$ cat src/rtl/lpm_ctrl.sv
module lpm_ctrl #(
  parameter int NPERIPH = 8,
  parameter int STAB_W  = 16
) (
  input  logic               clk,
  input  logic               rst_n,
  input  logic [1:0]         mode_req,
  input  logic               enter,
  input  logic [NPERIPH-1:0] keep_mask,
  input  logic [NPERIPH-1:0] periph_irq,
  input  logic               ext_irq,
  input  logic               nmi,
  input  logic [STAB_W-1:0]  stab_count,
  output logic               cpu_clk_en,
  output logic [NPERIPH-1:0] periph_clk_en,
  output logic               osc_en,
  output logic               pll_en,
  output logic [1:0]         mode
);
  localparam logic [2:0] S_RUN = 3'd0, S_LIGHT = 3'd1, S_DEEP = 3'd2,
                         S_OFF = 3'd3, S_SETTLE = 3'd4;

  logic [2:0]         st;
  logic [NPERIPH-1:0] mask_q;
  logic [STAB_W-1:0]  cnt;

  wire light_wake = |(periph_irq & mask_q);

  always_ff @(posedge clk or negedge rst_n) begin
    if (!rst_n) begin
      st     <= S_RUN;
      mask_q <= '0;
      cnt    <= '0;
    end else begin
      case (st)
        S_RUN:    if (enter && mode_req != 2'b00) begin
                    st     <= {1'b0, mode_req};
                    mask_q <= keep_mask;
                  end
        S_LIGHT:  if (light_wake) st <= S_RUN;
        S_DEEP:   if (ext_irq) st <= S_RUN;
        S_OFF:    if (nmi) begin
                    st  <= S_SETTLE;
                    cnt <= stab_count;
                  end
        S_SETTLE: if (cnt == '0) st <= S_RUN;
                  else cnt <= cnt - 1'b1;
        default:  st <= S_RUN;
      endcase
    end
  end

  assign cpu_clk_en    = (st == S_RUN);
  assign periph_clk_en = (st == S_RUN) ? '1 : (st == S_LIGHT) ? mask_q : '0;
  assign osc_en        = (st != S_OFF);
  assign pll_en        = (st != S_OFF);
  assign mode          = (st == S_SETTLE) ? 2'b11 : st[1:0];

  p_enter_r2: assert property (@(posedge clk) disable iff (!rst_n)
    (st == S_RUN && enter && mode_req != 2'b00) |=> (mode == $past(mode_req)));
  p_light_wake_r4: assert property (@(posedge clk) disable iff (!rst_n)
    (st == S_LIGHT && light_wake) |=> (cpu_clk_en && mode == 2'b00));
  p_deep_wake_r6: assert property (@(posedge clk) disable iff (!rst_n)
    (st == S_DEEP && ext_irq) |=> (cpu_clk_en && osc_en));
  p_off_hold_r8: assert property (@(posedge clk) disable iff (!rst_n)
    (st == S_OFF && !nmi) |=> (st == S_OFF && !osc_en));
  p_settle_count_r9: assert property (@(posedge clk) disable iff (!rst_n)
    (st == S_SETTLE && cnt != '0) |=> (st == S_SETTLE && cnt == $past(cnt) - 1'b1));
  p_ignore_enter_r10: assert property (@(posedge clk) disable iff (!rst_n)
    (st == S_DEEP && !ext_irq) |=> (st == S_DEEP));
endmodule

$ cat config.mk
export PLATFORM = sky130hd
export DESIGN_NAME = lpm_ctrl
export DESIGN_NICKNAME = d
export VERILOG_FILES = /design/src/rtl/lpm_ctrl.sv
export SDC_FILE = /design/constraint.sdc
export NUM_CORES = 1
export LEC_CHECK = 0
export BUFFER_PORTS_ARGS = -buffer_cell sky130_fd_sc_hd__buf_2
export CAP_MARGIN = 20
export CORE_MARGIN = 2
export CORE_UTILIZATION = 56
export CTS_BUF_LIST = sky130_fd_sc_hd__clkbuf_8
export DETAILED_ROUTE_END_ITERATION = 8
export GPL_TIMING_DRIVEN = 0
export PLACE_DENSITY_LB_ADDON = 0.05
export SLEW_MARGIN = 10
export SYNTH_ARGS = -nofsm -noshare
export SYNTH_HDL_FRONTEND = slang
export SYNTH_SLANG_ARGS = --single-unit
$ cat constraint.sdc
create_clock -name clk -period 4.55 [get_ports clk]
set_input_delay 0.455 -clock clk [delete_from_list [all_inputs] [get_ports clk]]
set_output_delay 0.455 -clock clk [all_outputs]
set_load 0.01 [all_outputs]
## Word-level counts from Yosys, hierarchy flattened

Index checks and enable logic that the tools add are counted.

| storage, ports and cells | value |
|---|---|
| output and inout port bits | 13 |
| register bits | 27 |
| word-level logic and storage cells | 37 |

| operators by class | value |
|---|---|
| equality and inequality tests | 11 |
| $add $sub $neg | 1 |
| muxes and demuxes | 12 |
| bitwise logic cells | 1 |
| reduce and logical (&&, ||, !) cells | 9 |

Operator list:

| cell | count |
|---|---|
| 16-bit 2-to-1 mux | 2 |
| 16-bit case mux with 2 select lines | 1 |
| 16-bit zero test | 1 |
| 8-bit 2-to-1 mux | 2 |
| 16-bit by 1-bit subtractor with 16-bit output, second input constant | 1 |
| 3-bit 2-to-1 mux | 5 |
| 3-bit case mux with 5 select lines | 1 |
| 2-bit inequality test, second input constant | 5 |
| 8-bit AND | 1 |
| 8-bit OR reduction | 1 |
| 3-bit by 2-bit == test with 1-bit output, second input constant | 2 |
| 5-bit AND reduction | 1 |
| 2-bit nonzero test | 2 |
| 3-bit by 1-bit == test with 1-bit output, second input constant | 1 |
| 3-bit == test, second input constant | 1 |
| 3-bit zero test | 1 |
| 3-bit by 2-bit inequality test with 1-bit output, second input constant | 1 |
| 3-bit AND reduction | 1 |
| 2-bit 2-to-1 mux | 1 |
| 2-bit by 1-bit inequality test with 1-bit output, second input constant | 1 |
| 2-bit AND reduction | 1 |
| 1-bit logical AND | 1 |

## Depth between registers and ports, before layout

| logic depth | value |
|---|---|
| depth after elaboration | 4 |
| depth in mapped cells | 8 |
| depth with buffers taken out | 7 |

## Least setup slack after synthesis

No wires, ideal clock.

| path | value |
|---|---|
| kind | reg2reg |
| from | register cnt[0] |
| to | register cnt[8] |
| path buffers | 1 |
| library setup time | 0.126 ns |
| slack | 2.385 ns |
| arrival time | 2.039 ns |
| stages on the path, launching flop included | 9 |
| cell sequence | dfrtp_1 inv_1 ha_1 or4b_2 nor4_1 o21ai_1 buf_2 a21oi_1 a21oi_1 |

| between the ends | value |
|---|---|
| longest elaborated chain between the ends | 3 |
| elaborated cells between the ends (all ways) | 6 |

Ends and longest elaborated chain:

| what | line | text |
|---|---|---|
| from (decl) | 25 | `logic [STAB_W-1:0] cnt;` |
| from (signal assigned) | 44 | `cnt <= stab_count;` |
| from (signal assigned) | 47 | `else cnt <= cnt - 1'b1;` |
| 16-bit by 1-bit subtractor with 16-bit output or 16-bit zero test (tied branches) | 47, 46 |  |
| 16-bit 2-to-1 mux or 2-bit inequality test (tied branches) | n/a |  |
| 16-bit case mux with 2 select lines or 3-bit AND reduction (tied branches) | n/a |  |

Several ways; a longest one is shown, not always the timed one. The select of a mux whose other input is x is not followed.
A chain may end at the register's enable or synchronous reset.

## Worst setup path after layout

| path | value |
|---|---|
| from | register st[0] |
| to | output mode[1] |

| between the ends | value |
|---|---|
| longest elaborated chain between the ends | 2 |

Ends and longest elaborated chain:

| what | line | text |
|---|---|---|
| from (decl) | 23 | `logic [2:0] st;` |
| from (signal assigned) | 37 | `st <= {1'b0, mode_req};` |
| 3-bit == test | 57 | `assign mode = (st == S_SETTLE) ? 2'b11 : st[1:0];` |
| 2-bit 2-to-1 mux | 57 |  |
| to (decl) | 18 | `output logic [1:0] mode` |

Every way passes these cells.

==> flow_summary.yaml <==
timing:
  clock_skew_ps: 6.00
  worst_pin_slew_ps: 1010
  setup_viol: 0
  hold_viol_final: 0
  maxSlewHeadroom_pct: 32.4
  fin_ws_ps: 1950
  hold_ws_ps: 185
  fin_setup_tns_ps: 0
  fin_crit_sh_pct: 57.1
  fmax_mhz: 385
  slew_viol_final: 0
  final.min_clock_period_ps: 2600
  rsz0062_at_grt: "no"
routing:
  drc: 0
  finalWirelength_mm: 4.09
  dr_wl_met3_um: 255
  drtIter0Drc: 116
  drt-met1-wl_mm: 1.70
  met2_length_mm: 2.04
  highest_layer: "met4"
  wire_per_inst_um: 16.3
  ant_nets: 0
  vias: 1594
  viasPerCell: 6.35
  drtPass1Iterations: 4
final_layout:
  layout_common_cells: "buf_2 (54), dfrtp_1 (27), nand2_1 (14), nor2_1 (11)"
  final_cell_area_mm2: 0.00192
  fin_util_pct: 70.4
  layout_commonest_cell: "buf_2"
  final_nets: 261
  fin_cells: 251
  drive_gt1_share_pct: 34.5
  diodes: 0
  area_growth_pct: 21.4
  nFillCells: 220
power:
  pwr_density_cell_mw_per_mm2: 503
  irDropWorstVdd_uv: 338
  power.total_mw: 0.969
  p_leak_nw: 0.851
synth:
  async_flop_share_pct: 100
  synth-xor-area-share_pct: 1.10
  synthAdderAreaFrac_pct: 0.789
  syn_inst: 165
  avgSynthCellArea_um2: 9.61
  synth.yosys.warnings: 0
  synth_compound_area_share_pct: 24.2
  postSynthNetCount: 205
  synth_edf_count: 0
  synth-simple-area-share_pct: 21.5
  synth_cell_types: 52
  synth_seq_cells: 27
  synth_top_family_by_area: "compound AO/OA/AOI/OAI gates"
  synth_seq_area_share_pct: 42.6
  syn-cell-area_mm2: 0.00159
  ys.flop_type: "dfrtp_1"
  muxShareOfSynthArea_pct: 6.31
worst_setup_path:
  critical_path.max_stage_delay_ps: 540
  worstRegToRegCells: 8
  cp-start-kind: "flip-flop"
  cp_max_fo: 10
  worstPathCellList: "clkbuf_1 > or3b_2 > buf_2 > clkbuf_1 > nand2b_1 > buf_2"
  cp_top_family: "buffers and inverters"
  cp_slowest_cell: "or3b_2"
  cp.depth: 6
  arrival_ps: 2140
  cp_num_buf_inv: 4
  crit_type: "flip-flop to primary output"
  endpoint_kind: "primary output"
  cp.required_ps: 4090
clock_network:
  cts-root-buf: "clkbuf_8"
  path_clk_slew_ps: 100
  cts-htree-levels: 1
  cts_tree: "yes"
  insertion_delay_ps: 270
  cts_resized: 0
  cts.sinks: 27
  post_cts_buffers: 0
  holdBufCountCts: 0
  cts_inserted_buffers: 3
  cts_max_path_buffers: 2
worst_hold_path:
  hp-class: "primary input to async pin"
placement:
  dp.cells: 247
  pre_cts_ws_ps: 2140
  place_area_mm2: 0.00188
  gp_congestion: 0.848
  dp_hpwl_mm: 3.03
  port_buffers: 51
run:
  drv_cap: 0
global_routing:
  grt_pass1_vias: 1595
  antenna_found_initial: 0
  grt_max_degree: 28
  grt_pass1_wl_mm: 7.11
  track_usage_pct: 27.0
  overflow: 0
floorplanning:
  fp-row-count: 19
  die_y_um: 57.2
  core_area_mm2: 0.00273
  initial_core_util_pct: 58.0
  dieWidth_um: 57.2
  ioPinCount: 52
  die-area_mm2: 0.00327
outcome:
  status: "completed"
-- cell type report --
type                            count  area [um2]  area share (%)
Multi-Input combinational cell    125         853            44.3
Sequential cell                    27         676            35.1
Timing Repair Buffer               51         255            13.3
Clock buffer                        3        41.3            2.15
Buffer                              9        41.3            2.15
Tap cell                           31        38.8            2.02
Inverter                            4        15.0           0.780
Clock inverter                      1        3.75           0.195
-- state kept, by name, summed over array words and instances (netlist names) --
name	count
cnt	16
mask_q	8
st	3
-- per-layer routing --
layer / vias up / track usage, %
met5: - / 0
met4: 0 / 11.0
met3: 14 / 3.63
met2: 81 / 47.8
met1: 754 / 33.2
li1: 745 / -
-- worst paths after layout --
check | start | end | slack (ps)
max | st[0]$_DFFE_PN0P_ | mode[1] | 1950
max reg2reg | cnt[0]$_DFFE_PN0P_ | cnt[8]$_DFFE_PN0P_ | 2110
min in group clk | keep_mask[5] | mask_q[5]$_DFFE_PN0P_ | 410
min reg2reg | cnt[13]$_DFFE_PN0P_ | cnt[13]$_DFFE_PN0P_ | 540
max in group asynchronous | rst_n | cnt[10]$_DFFE_PN0P_ | 3960
min | rst_n | cnt[6]$_DFFE_PN0P_ | 190
-- where the power goes --
group	internal (mW)	switching, mW	total [mW]	leakage [nW]
clock network	0.0604	0.0761	0.137	0.0269
logic	0.188	0.186	0.374	0.504
registers	0.340	0.118	0.458	0.320
total	0.589	0.380	0.969	0.851
-- cells by family (layout without fill, tap and decap cells) --
group                      after synthesis  in the layout
DFF                                     27             27
muxes                                    9              9
xor gates and xnor gates                 2              2
AOI/OAI and AO/OA                       54             54
and+or+nand+nor                         59             59
adders and majority gates                1              1
buffers and inverters                   13             68
-- cells in the mapped netlist (all sizes together) (2+ instances only) --
cell     n  area share, %
a21o     8            3.8
a21oi    7            2.2
a221oi   2            1.1
a22o     4            2.2
a22oi    4            1.9
buf      4            1.4
clkbuf   5            1.2
dfrtp   27             43
inv      4           0.95
mux2     8            5.7
nand2   14            3.3
nand2b   3            1.2
nand3    3           0.95
nor2    11            2.6
nor3     7            2.5
nor3b    2           0.95
nor4     3            1.6
nor4b    2            1.5
o21ai   10            3.2
o22ai    4            1.6
o32ai    2            1.1
or2      2           0.79
or3      3            1.5
or4      5            2.6
(Power assumes the default switching activity.)
